==> config.mk <==
export PLATFORM = sky130hd
export DESIGN_NAME = edge_interval_mult
export DESIGN_NICKNAME = d
export VERILOG_FILES = /design/src/rtl/eim_pkg.sv /design/src/rtl/ref_edge_sync.sv /design/src/rtl/interval_capture.sv /design/src/rtl/reload_down_counter.sv /design/src/rtl/edge_interval_mult.sv
export SDC_FILE = /design/constraint.sdc
export NUM_CORES = 1
export LEC_CHECK = 0
export ABC_CLOCK_PERIOD_IN_PS = 3900
export BUFFER_PORTS_ARGS = -buffer_cell sky130_fd_sc_hd__buf_2
export CAP_MARGIN = 5
export CORE_ASPECT_RATIO = 0.5
export CORE_UTILIZATION = 23
export CTS_CLUSTER_SIZE = 30
export DETAILED_ROUTE_END_ITERATION = 12
export GPL_ROUTABILITY_DRIVEN = 0
export PLACE_DENSITY = 0.49
export REMOVE_ABC_BUFFERS = 1
export SLEW_MARGIN = 20
export SYNTH_ARGS = -nofsm -noshare
export SYNTH_HDL_FRONTEND = slang
export SYNTH_SLANG_ARGS = --single-unit
==> constraint.sdc <==
create_clock -name clk -period 3.9 [get_ports clk]
set_input_delay 0.975 -clock clk [delete_from_list [all_inputs] [get_ports clk]]
set_output_delay 0.975 -clock clk [all_outputs]
set_load 0.03 [all_outputs]
==> src/rtl/eim_pkg.sv <==
package eim_pkg;
  typedef enum logic [2:0] {
    A_CTRL = 3'd0,
    A_STAT = 3'd1,
    A_CAP  = 3'd2,
    A_CMPA = 3'd3,
    A_CMPB = 3'd4,
    A_RLD  = 3'd5,
    A_FREE = 3'd6,
    A_VIEW = 3'd7
  } reg_addr_e;

  localparam int FLG_CAP   = 0;
  localparam int FLG_CMPA  = 1;
  localparam int FLG_CMPB  = 2;
  localparam int NUM_FLAGS = 3;

  typedef struct packed {
    logic [1:0] mult;
    logic       inhibit;
    logic       run;
  } ctrl_t;
endpackage

==> src/rtl/ref_edge_sync.sv <==
module ref_edge_sync #(
  parameter int STAGES = 2
) (
  input  logic clk,
  input  logic rst_n,
  input  logic ref_i,
  output logic strobe_o
);
  logic [STAGES-1:0] sync_q;
  logic              prev_q;

  always_ff @(posedge clk or negedge rst_n) begin
    if (!rst_n) begin
      sync_q <= '0;
      prev_q <= 1'b0;
    end else begin
      sync_q <= {sync_q[STAGES-2:0], ref_i};
      prev_q <= sync_q[STAGES-1];
    end
  end

  assign strobe_o = sync_q[STAGES-1] & ~prev_q;

  AST_STROBE_SINGLE: assert property (@(posedge clk) disable iff (!rst_n)
    strobe_o |=> !strobe_o);
endmodule

==> src/rtl/interval_capture.sv <==
module interval_capture #(
  parameter int CNT_W = 32,
  parameter int RLD_W = 16,
  parameter int MUL_W = 2
) (
  input  logic             clk,
  input  logic             rst_n,
  input  logic             run_i,
  input  logic             inhibit_i,
  input  logic [MUL_W-1:0] mult_i,
  input  logic             strobe_i,
  input  logic [CNT_W-1:0] cmp_i,
  output logic [CNT_W-1:0] free_o,
  output logic [CNT_W-1:0] cap_o,
  output logic [RLD_W-1:0] rld_o,
  output logic             cmp_hit_o
);
  logic [CNT_W-1:0] free_q, cap_q, span;
  logic [RLD_W-1:0] rld_q, scaled;
  logic             xfer;

  always_comb begin
    span   = free_q - cap_q;
    scaled = RLD_W'(span >> mult_i);
    xfer   = strobe_i && run_i && !inhibit_i;
  end

  always_ff @(posedge clk or negedge rst_n) begin
    if (!rst_n) begin
      free_q <= '0;
      cap_q  <= '0;
      rld_q  <= '0;
    end else begin
      if (run_i) free_q <= free_q + 1'b1;
      if (strobe_i) cap_q <= free_q;
      if (xfer) rld_q <= scaled;
    end
  end

  assign free_o    = free_q;
  assign cap_o     = cap_q;
  assign rld_o     = rld_q;
  assign cmp_hit_o = run_i && (free_q == cmp_i);

  AST_FREE_STEP: assert property (@(posedge clk) disable iff (!rst_n)
    run_i |=> free_q == $past(free_q) + 1'b1);
  AST_FREE_HOLD: assert property (@(posedge clk) disable iff (!rst_n)
    !run_i |=> $stable(free_q));
  AST_RLD_HOLD: assert property (@(posedge clk) disable iff (!rst_n)
    (inhibit_i || !strobe_i) |=> $stable(rld_q));
  AST_CAP_TAKES: assert property (@(posedge clk) disable iff (!rst_n)
    strobe_i |=> cap_q == $past(free_q));
endmodule

==> src/rtl/reload_down_counter.sv <==
module reload_down_counter #(
  parameter int W = 16
) (
  input  logic         clk,
  input  logic         rst_n,
  input  logic         run_i,
  input  logic [W-1:0] reload_i,
  output logic [W-1:0] cnt_o,
  output logic         tick_o
);
  logic [W-1:0] cnt_q;

  assign tick_o = run_i && (cnt_q < W'(2));

  always_ff @(posedge clk or negedge rst_n) begin
    if (!rst_n) cnt_q <= '0;
    else if (tick_o) cnt_q <= reload_i;
    else if (run_i) cnt_q <= cnt_q - 1'b1;
  end

  assign cnt_o = cnt_q;

  AST_TICK_LOADS: assert property (@(posedge clk) disable iff (!rst_n)
    tick_o |=> cnt_q == $past(reload_i));
  AST_IDLE_HOLD: assert property (@(posedge clk) disable iff (!rst_n)
    !run_i |=> $stable(cnt_q));
endmodule

==> src/rtl/edge_interval_mult.sv <==
module edge_interval_mult
  import eim_pkg::*;
#(
  parameter int CNT_W  = 32,
  parameter int RLD_W  = 16,
  parameter int EDGE_W = 8,
  parameter int SYNC_N = 2
) (
  input  logic        clk,
  input  logic        rst_n,
  input  logic [2:0]  reg_addr,
  input  logic        reg_wr,
  input  logic [31:0] reg_wdata,
  output logic [31:0] reg_rdata,
  input  logic        ref_in,
  output logic        mult_tick
);
  localparam int PAD_W = CNT_W - EDGE_W - RLD_W;
  localparam int CTL_W = $bits(ctrl_t);

  ctrl_t              ctrl_q;
  logic [CNT_W-1:0]   cmpa_q, free_v, cap_v;
  logic [EDGE_W-1:0]  cmpb_q, edge_q;
  logic [RLD_W-1:0]   rld_v, down_v;
  logic               strobe, hit_a, stat_wr;
  logic [NUM_FLAGS-1:0] flags, flag_set;

  ref_edge_sync #(.STAGES(SYNC_N)) u_sync (
    .clk(clk), .rst_n(rst_n), .ref_i(ref_in), .strobe_o(strobe)
  );

  interval_capture #(.CNT_W(CNT_W), .RLD_W(RLD_W), .MUL_W(2)) u_cap (
    .clk(clk), .rst_n(rst_n), .run_i(ctrl_q.run), .inhibit_i(ctrl_q.inhibit),
    .mult_i(ctrl_q.mult), .strobe_i(strobe), .cmp_i(cmpa_q),
    .free_o(free_v), .cap_o(cap_v), .rld_o(rld_v), .cmp_hit_o(hit_a)
  );

  reload_down_counter #(.W(RLD_W)) u_down (
    .clk(clk), .rst_n(rst_n), .run_i(ctrl_q.run), .reload_i(rld_v),
    .cnt_o(down_v), .tick_o(mult_tick)
  );

  always_ff @(posedge clk or negedge rst_n) begin
    if (!rst_n) begin
      ctrl_q <= '0;
      cmpa_q <= '1;
      cmpb_q <= '1;
      edge_q <= '0;
    end else begin
      if (reg_wr && reg_addr == A_CTRL) ctrl_q <= ctrl_t'(reg_wdata[CTL_W-1:0]);
      if (reg_wr && reg_addr == A_CMPA) cmpa_q <= reg_wdata[CNT_W-1:0];
      if (reg_wr && reg_addr == A_CMPB) cmpb_q <= reg_wdata[EDGE_W-1:0];
      if (strobe) edge_q <= edge_q + 1'b1;
    end
  end

  assign stat_wr = reg_wr && (reg_addr == A_STAT);

  always_comb begin
    flag_set           = '0;
    flag_set[FLG_CAP]  = strobe;
    flag_set[FLG_CMPA] = hit_a;
    flag_set[FLG_CMPB] = strobe && (edge_q == cmpb_q);
  end

  for (genvar g = 0; g < NUM_FLAGS; g++) begin : g_flag
    logic f_q;
    always_ff @(posedge clk or negedge rst_n) begin
      if (!rst_n) f_q <= 1'b0;
      else        f_q <= flag_set[g] | (f_q & ~(stat_wr & reg_wdata[g]));
    end
    assign flags[g] = f_q;

    AST_FLAG_W1C: assert property (@(posedge clk) disable iff (!rst_n)
      (stat_wr && reg_wdata[g] && !flag_set[g]) |=> !f_q);
    AST_FLAG_SET_WINS: assert property (@(posedge clk) disable iff (!rst_n)
      flag_set[g] |=> f_q);
  end

  always_comb begin
    unique case (reg_addr)
      A_CTRL:  reg_rdata = 32'(ctrl_q);
      A_STAT:  reg_rdata = 32'(flags);
      A_CAP:   reg_rdata = cap_v;
      A_CMPA:  reg_rdata = cmpa_q;
      A_CMPB:  reg_rdata = 32'(cmpb_q);
      A_RLD:   reg_rdata = 32'(rld_v);
      A_FREE:  reg_rdata = free_v;
      default: reg_rdata = {{PAD_W{1'b0}}, edge_q, down_v};
    endcase
  end

  AST_CAP_FLAG: assert property (@(posedge clk) disable iff (!rst_n)
    strobe |=> flags[FLG_CAP]);
  AST_EDGE_STEP: assert property (@(posedge clk) disable iff (!rst_n)
    strobe |=> edge_q == $past(edge_q) + 1'b1);
  AST_EDGE_HOLD: assert property (@(posedge clk) disable iff (!rst_n)
    !strobe |=> $stable(edge_q));
endmodule

==> results.cfg, run 1 <==
[critical_path]
path_buf_inv = 2
r2r_cells = 12
critPathMaxFanout = 19
path_common_cell = buf_2
path_cells = buf_2, mux2_2, a222oi_1, a21oi_1, buf_2
cpPeakStageDelay_ns = 0.52
path_depth = 5
crit_type = in2out
cp_slowest_cell = a222oi_1
cp-start-kind = primary input
end_kind = output port
worst_ep_arrival_time_ns = 2.70
path_delay_family = compound AO/OA/AOI/OAI gates
required_ns = 2.92

[power_and_ir_drop]
p_per_area_mw_per_mm2 = 628.2
power_mw = 6.882
peakVddDrop_v = 0.0002427
leakage_nw = 4.765

[place]
dp_cells = 1569
hpwl_um = 21810
port_buffers = 71
placed_cell_area_mm2 = 0.01034

[cells_and_area]
area_growth_pct = 17.08
diodes = 0
fin_util = 0.2773
final_common_cell = nand2_1
design_area_mm2 = 0.01095
drive_gt1_frac = 0.2232
mostFrequentLayoutCells = nand2_1 (153), dfrtp_1 (114), o21ai_0 (87), buf_2 (70), xnor2_1 (62)
nets = 1119
final_cells = 1601

[sta]
rsz0062_at_grt = false
timing.fmax_ghz = 0.2724
slew_violations = 0
slew_headroom = 0.2926
setup_viol = 0
finClkSkew_ns = 0.01036
hold_violations = 0
worstMarginPinSlew_ns = 1.061
period_needed_ns = 3.671
finalCritPeriodShare = 0.9412

[die]
die_h_um = 144.6
core-area_mm2 = 0.03950
pin_count = 72
die_x_um = 287.2
dieArea_mm2 = 0.04154
row_count = 51
start_util = 0.2369

[clock_tree]
cts_tree = built
post_cts_buffers = 0
root_buffer = clkbuf_16
insertion_delay_ns = 0.43
htree_levels = 4
holdBufCountCts = 0
clkSinkCount = 154
cts_made_buffers = 17
clockBufferDepth = 2
clkTransAtPathRegs_ns = 0.06
ctsResizeCount = 0

[logic_synthesis]
avgSynthCellArea_um2 = 9.264
synth_ff_type = dfrtp_1
ys_seq_area_frac = 0.4172
post_synth_num_cell_types = 68
yosys_register_bits = 154
syn-cell-area_mm2 = 0.009356
syn_inst = 1010
synthArstFlopShare = 1.000
yosysWarnings = 0
synth_edf_count = 0

[global_routing]
grt_util_all_layers = 0.1416
overflow = 0
grt_max_degree = 77
antenna_found_initial = 1
grt_pass1_vias = 7398
grt_pass1_wl_um = 44270

[detailed_routing]
vias = 7618
drt_pass1_iterations = 5
wl_per_cell_um = 17.95
drc = 0
vias_per_cell = 4.758
initialDrtViolationCount = 679
postRouteWirelength_um = 28740
ant_nets = 0

[min_path]
hold_depth = 0
min_path_type = reg2reg

[outcome]
status = completed

[flow_run]
maxCapViolCount = 0
## sequential cells by signal (all words and copies together), names as in the netlist
register       cells
cmpa_q            32
cmpb_q             8
ctrl_q             4
edge_q             8
g_flag.f_q         3
u_cap.cap_o       32
u_cap.free_o      32
u_cap.rld_o       16
u_down.cnt_o      16
u_sync.prev_q      1
u_sync.sync_q      2
## kinds of logic (layout without fill, tap and decap cells)
kind of cell | after synthesis | after routing | share of synthesized area
AO/OA/AOI/OAI | 226 | 226 | 0.1491
XOR/XNOR | 92 | 92 | 0.08612
adder cells (fa/ha/maj) | 22 | 22 | 0.03022
buffers and inverters | 99 | 160 | 0.04105
flip-flops | 154 | 154 | 0.4172
multiplexers | 86 | 86 | 0.1121
AND/OR/NAND/NOR | 331 | 331 | 0.1642
## cells in the mapped netlist (14+ instances only)
library cell  count  area [um2]
nand2_1         153       574.3
dfrtp_1         114        2853
o21ai_0          87       435.4
xnor2_1          62       543.0
mux2_2           57       641.9
clkbuf_1         54       202.7
nor2_1           53       198.9
a21oi_1          51       255.2
dfstp_2          40        1051
inv_1            32       120.1
xor2_1           30       262.8
nand3_1          24       120.1
and2_1           22       137.6
ha_1             21       262.8
mux2i_1          19       190.2
nand4_1          19       118.9
a22oi_1          14       105.1
## cell type report
class                      instances  area [um2]
fill                            4103       28540
sequential                       154        3904
timing repair buffer              93       564.3
clock inverter                     8       106.4
clock buffer                      24       504.2
multi-input combinational        757        5081
inverter                          35       131.4
tap                              530       663.1
## where the power goes
part,switching (mW),internal (mW)
Sequential,0.569,2.01
Combinational,1.40,1.15
Clock,0.706,1.04
Total,2.68,4.20
## path summary, 6_finish.rpt
| kind | start | slack [ns] | end |
|---|---|---|---|
| worst min-delay path | u_sync.sync_q[0]$_DFF_PN0_ | 0.35 | u_sync.sync_q[1]$_DFF_PN0_ |
| worst min register to register | u_sync.sync_q[0]$_DFF_PN0_ | 0.35 | u_sync.sync_q[1]$_DFF_PN0_ |
| max in group asynchronous | rst_n | 2.36 | cmpa_q[4]$_DFFE_PN1P_ |
| min in group asynchronous | rst_n | 0.56 | u_cap.cap_o[23]$_DFFE_PN0P_ |
| worst max register to register | u_cap.free_o[0]$_DFFE_PN0P_ | 0.67 | u_cap.rld_o[12]$_DFFE_PN0P_ |
| worst max-delay path | reg_addr[0] | 0.23 | reg_rdata[6] |
## per-layer routing
metal / vias up / wire (um) / GRT usage
met3: 25 / 1563 / 0.02555
met1: 3773 / 13060 / 0.1903
met4: 2 / 539 / 0.04367
met2: 195 / 13570 / 0.2311
li1: 3623 / - / -
met5: - / 13 / 0
## per-stage QoR
step | hold WS [ns] | setup slack (ns) | setup TNS (ns)
final | 0.3470 | 0.2295 | 0
after floorplan | 0.3312 | -0.04160 | -0.04160
after global routing | 0.3552 | 0.1421 | 0
after global placement | 0.3376 | 0.3303 | 0
after detailed placement | 0.3358 | 0.2791 | 0
after CTS | 0.3495 | 0.2700 | 0
## worst reg2reg max path: stages (launching register included)
cell and delay (ns):
dfrtp_1 0.48, inv_1 0.14, ha_1 0.18, inv_1 0.06, fa_1 0.42, a211oi_1 0.44, o21ai_1 0.17, a31oi_1 0.26
o21ai_1 0.11, xnor2_1 0.25, inv_1 0.07, mux4_2 0.47, o21ai_2 0.11
Note: power is estimated with default switching activity, not from simulation.
==> run 2: changes to the inputs <==
CORE_UTILIZATION = 54   (was 23)
PLACE_DENSITY = 0.84   (was 0.49)
==> run 2 against run 1 <==
Against the previous run: cell count is 19% lower; sequential share of layout area is 1.5 points higher; critical path depth is 4 higher; sequential power is 2% lower; clock skew hardly changed; sequential cell count stayed put; first-iteration DRC count is 74% higher; fmax is 0.57% higher; critical path type unchanged; highest routed layer is now met4.
==> results.cfg, run 2 (synthesis results as in run 1) <==
[critical_path]
cp-start-kind = primary input
worst_ep_arrival_time_ns = 2.67
r2r_slack_ns = 0.68
end_kind = output port
path_cells = buf_2, buf_4, mux2i_1, nor2_1, a21oi_1, nor2_1, a221oi_1, nor2_1, buf_2
crit_type = in2out
startpoint = reg_addr[0]
r2r-start = u_cap.free_o[0]$_DFFE_PN0P_
cpPeakStageDelay_ns = 0.36
path_delay_family = buffers and inverters
cp_slowest_cell = a221oi_1
path_common_cell = nor2_1
path_buf_inv = 3
r2r_end = u_cap.rld_o[12]$_DFFE_PN0P_
required_ns = 2.92
r2r_cells = 12
critPathMaxFanout = 18

[power_and_ir_drop]
leakage_nw = 4.748
peakVddDrop_v = 0.0002667
p_per_area_mw_per_mm2 = 646.5
power_mw = 6.792

[die]
die_h_um = 95.08
row_count = 33
core-area_mm2 = 0.01664
start_util = 0.5623
dieArea_mm2 = 0.01789
pin_count = 72
die_x_um = 188.2

[detailed_routing]
drc = 0
postRouteWirelength_um = 26160
initialDrtViolationCount = 1183
vias_per_cell = 6.238
ant_nets = 0
drt_pass1_iterations = 8
wl_per_cell_um = 20.15
vias = 8097

[global_routing]
grt_pass1_vias = 7723
antenna_found_initial = 0
grt_util_all_layers = 0.3035
overflow = 0
grt_pass1_wl_um = 41620
grt_max_degree = 59

[cells_and_area]
fin_util = 0.6314
final_common_cell = nand2_1
area_growth_pct = 12.29
final_cells = 1298
mostFrequentLayoutCells = nand2_1 (153), dfrtp_1 (114), o21ai_0 (87), buf_2 (70), xnor2_1 (62)
drive_gt1_frac = 0.2260
nets = 1119
diodes = 0
fillers = 1270
design_area_mm2 = 0.01051

[clock_tree]
clockBufferDepth = 2
root_buffer = clkbuf_16
cts_tree = built
htree_levels = 4
clkSinkCount = 154
insertion_delay_ns = 0.43
ctsResizeCount = 0
post_cts_buffers = 0
clkTransAtPathRegs_ns = 0.07
holdBufCountCts = 0
cts_made_buffers = 17

[place]
hpwl_um = 18670
dp_cells = 1266
port_buffers = 71
dp_slack_ns = 0.3109
placed_cell_area_mm2 = 0.009922

[sta]
finalCritPeriodShare = 0.9358
slew_headroom = 0.3150
timing.fmax_ghz = 0.2740
rsz0062_at_grt = false
finClkSkew_ns = 0.01034
final.setup.worst_slack_ns = 0.2502
worstMarginPinSlew_ns = 1.027
period_needed_ns = 3.650
slew_violations = 0
setup-tns-final_ns = 0
setup_viol = 0
holdWs_ns = 0.3494
hold_violations = 0

[flow_run]
maxCapViolCount = 0

[outcome]
status = completed

[min_path]
holdPathEnd = u_sync.sync_q[1]$_DFF_PN0_
min_path_type = reg2reg
timing.hold.worst.start = u_sync.sync_q[0]$_DFF_PN0_
hold_depth = 0
-- run 2: worst max-delay path by stage --
stage                             endpoint  cells past startpoint
2_1_floorplan  u_cap.rld_o[15]$_DFFE_PN0P_                      5
3_3_place_gp                 reg_rdata[19]                      5
3_5_place_dp                 reg_rdata[16]                      5
4_1_cts                      reg_rdata[22]                      5
5_1_grt                       reg_rdata[2]                      9
6_report                      reg_rdata[2]                      9
-- run 2: power breakdown --
part / total (mW) / leakage [nW] / switching [mW] / internal (mW)
registers: 2.54 / 1.92 / 0.527 / 2.01
clock network: 1.67 / 0.289 / 0.736 / 0.931
logic: 2.59 / 2.54 / 1.44 / 1.15
total: 6.79 / 4.75 / 2.70 / 4.09
-- run 2: metal layers --
metal	track usage	routed length, um	vias to the layer above
li1	-	-	3628
met1	0.4214	11090	3913
met2	0.4674	11520	484
met3	0.06404	2780	72
met4	0.1226	776	0
met5	0	0	-
-- run 2: cell type report --
class                      instances  area [um2]  area share
clock buffer                      19       452.9     0.04311
tap                              227       284.0     0.02703
sequential                       154        3904      0.3716
clock inverter                    13       131.4     0.01250
inverter                          35       131.4     0.01250
multi-input combinational        757        5076      0.4832
timing repair buffer              93       526.8     0.05014
-- run 2: worst register-to-register path: stages, from the launching register on --
cell      delay, ns
dfrtp_1        0.48
inv_1          0.12
ha_1           0.17
inv_1          0.06
fa_1           0.42
a211oi_1       0.45
o21ai_1        0.17
a31oi_1        0.24
o21ai_1        0.11
xnor2_1        0.25
inv_1          0.06
mux4_2         0.47
o21ai_2        0.13
==> run 3: changes to the inputs <==
ABC_CLOCK_PERIOD_IN_PS = 3300   (was 3900)
PLACE_DENSITY = 0.87   (was 0.84)
clock period = 3.3 ns   (was 3.9 ns; I/O delays follow)
==> run 3 against run 2 <==
Against the previous run: utilization is 0.76 points higher; first-iteration DRC count fell by 1.5%; die area is the same; routed wire length is 2.1% higher; global-route usage increased by 0.62 points; critical path depth stayed put; register-to-register slack worse by 0.39 ns; worst hold slack improved by 0.0022 ns; sequential share of layout area shrank 0.44 points; critical endpoint unchanged.
==> results.cfg, run 3 (synthesis results as in run 1) <==
[sta]
period_needed_ns = 3.198
hold_violations = 0
timing.fmax_ghz = 0.3127
setup_viol = 0
setup-tns-final_ns = 0
slew_violations = 0
slew_headroom = 0.3190
final.setup.worst_slack_ns = 0.1024
worstMarginPinSlew_ns = 1.022
finalCritPeriodShare = 0.9690
rsz0062_at_grt = false
finClkSkew_ns = 0.01007

[cells_and_area]
final_common_cell = nand2_1
area_growth_pct = 13.64
drive_gt1_frac = 0.2345
fillers = 1223
diodes = 0
mostFrequentLayoutCells = nand2_1 (153), dfrtp_1 (114), o21ai_0 (87), buf_2 (69), xnor2_1 (62)
nets = 1131
fin_util = 0.6390

[critical_path]
cpPeakStageDelay_ns = 0.33
required_ns = 2.47
worst_ep_arrival_time_ns = 2.37
crit_type = in2out
critPathMaxFanout = 15
cp_slowest_cell = a221oi_1
end_kind = output port
cp-start-kind = primary input
path_common_cell = nor2_1
path_cells = clkbuf_4, buf_4, mux2i_1, nor2_1, a21oi_1, nor2_1, a221oi_1, nor2_1, buf_2

[global_routing]
grt_pass1_vias = 7912
antenna_found_initial = 0
grt_max_degree = 72
grt_util_all_layers = 0.3097
grt_pass1_wl_um = 42380
overflow = 0

[clock_tree]
clockBufferDepth = 2
holdBufCountCts = 0
cts_tree = built
insertion_delay_ns = 0.43
htree_levels = 4
clkSinkCount = 154
clkTransAtPathRegs_ns = 0.07
root_buffer = clkbuf_16
cts_made_buffers = 17

[detailed_routing]
initialDrtViolationCount = 1165
wl_per_cell_um = 20.39
drc = 0
drt_pass1_iterations = 6
vias_per_cell = 6.302
vias = 8255
postRouteWirelength_um = 26710
ant_nets = 0

[power_and_ir_drop]
peakVddDrop_v = 0.0004400
leakage_nw = 4.815
p_per_area_mw_per_mm2 = 764.0

[place]
dp_slack_ns = 0.05047
hpwl_um = 18880
port_buffers = 71

[outcome]
status = completed

[die]
dieArea_mm2 = 0.01789
pin_count = 72
row_count = 33
start_util = 0.5623
core-area_mm2 = 0.01664
die_h_um = 95.08
die_x_um = 188.2

[min_path]
min_path_type = reg2reg

[flow_run]
maxCapViolCount = 0
-- run 3: worst max-delay path, delay by kind of cell --
family                 cells  cell delay, ns
AOI/OAI and AO/OA          2            0.48
buffers and inverters      3            0.66
muxes                      1            0.20
and+or+nand+nor            3            0.20
-- run 3: area by class of cell --
class                   count  area, um2  area share
well taps                 227      284.0     0.02671
clock buffers              19      452.9     0.04260
multi-input cells         757       5076      0.4774
clock inverters            13      152.6     0.01436
repair buffers            105      631.9     0.05943
inverters                  35      131.4     0.01236
flip-flops and latches    154       3904      0.3671
-- run 3: path summary, 6_finish.rpt --
kind,slack [ns],depth (start not counted),start,to
worst max-delay path,0.10,9,reg_addr[0],reg_rdata[2]
worst min-delay path,0.35,0,u_sync.sync_q[0]$_DFF_PN0_,u_sync.sync_q[1]$_DFF_PN0_
worst max register to register,0.29,12,u_cap.free_o[0]$_DFFE_PN0P_,u_cap.rld_o[14]$_DFFE_PN0P_
worst min register to register,0.35,0,u_sync.sync_q[0]$_DFF_PN0_,u_sync.sync_q[1]$_DFF_PN0_
max in group asynchronous,2.11,2,rst_n,u_cap.rld_o[3]$_DFFE_PN0P_
min in group asynchronous,0.36,1,rst_n,u_cap.cap_o[14]$_DFFE_PN0P_
-- run 3: timing repair --
item                                    CTS  global route
resized for setup                         0             1
endpoints found under the setup margin    0             1
buffers inserted                          0             0
-- run 3: routing by layer --
layer | vias up | global-route usage | share of wire
met2 | 558 | 0.5092 | 0.46
met3 | 94 | 0.06331 | 0.11
met1 | 3944 | 0.4081 | 0.40
li1 | 3659 | - | -
met4 | 0 | 0.1213 | 0.028
met5 | - | 0 | 0
-- run 3: metrics by stage --
step	cells	power, mW	instance area, um2	hold WS, ns
6_report	1310	8.123	10630	0.3516
4_1_cts	1310	8.045	10630	0.3523
5_1_grt	1310	8.524	10630	0.3726
2_1_floorplan	946	5.052	9104	0.3312
3_3_place_gp	1278	5.850	10020	0.3378
3_5_place_dp	1278	5.981	10020	0.3363
-- run 3: report_power, final --
group	total, mW	switching [mW]	internal [mW]
combinational	3.13	1.73	1.40
sequential	2.96	0.587	2.38
clock	2.03	0.858	1.17
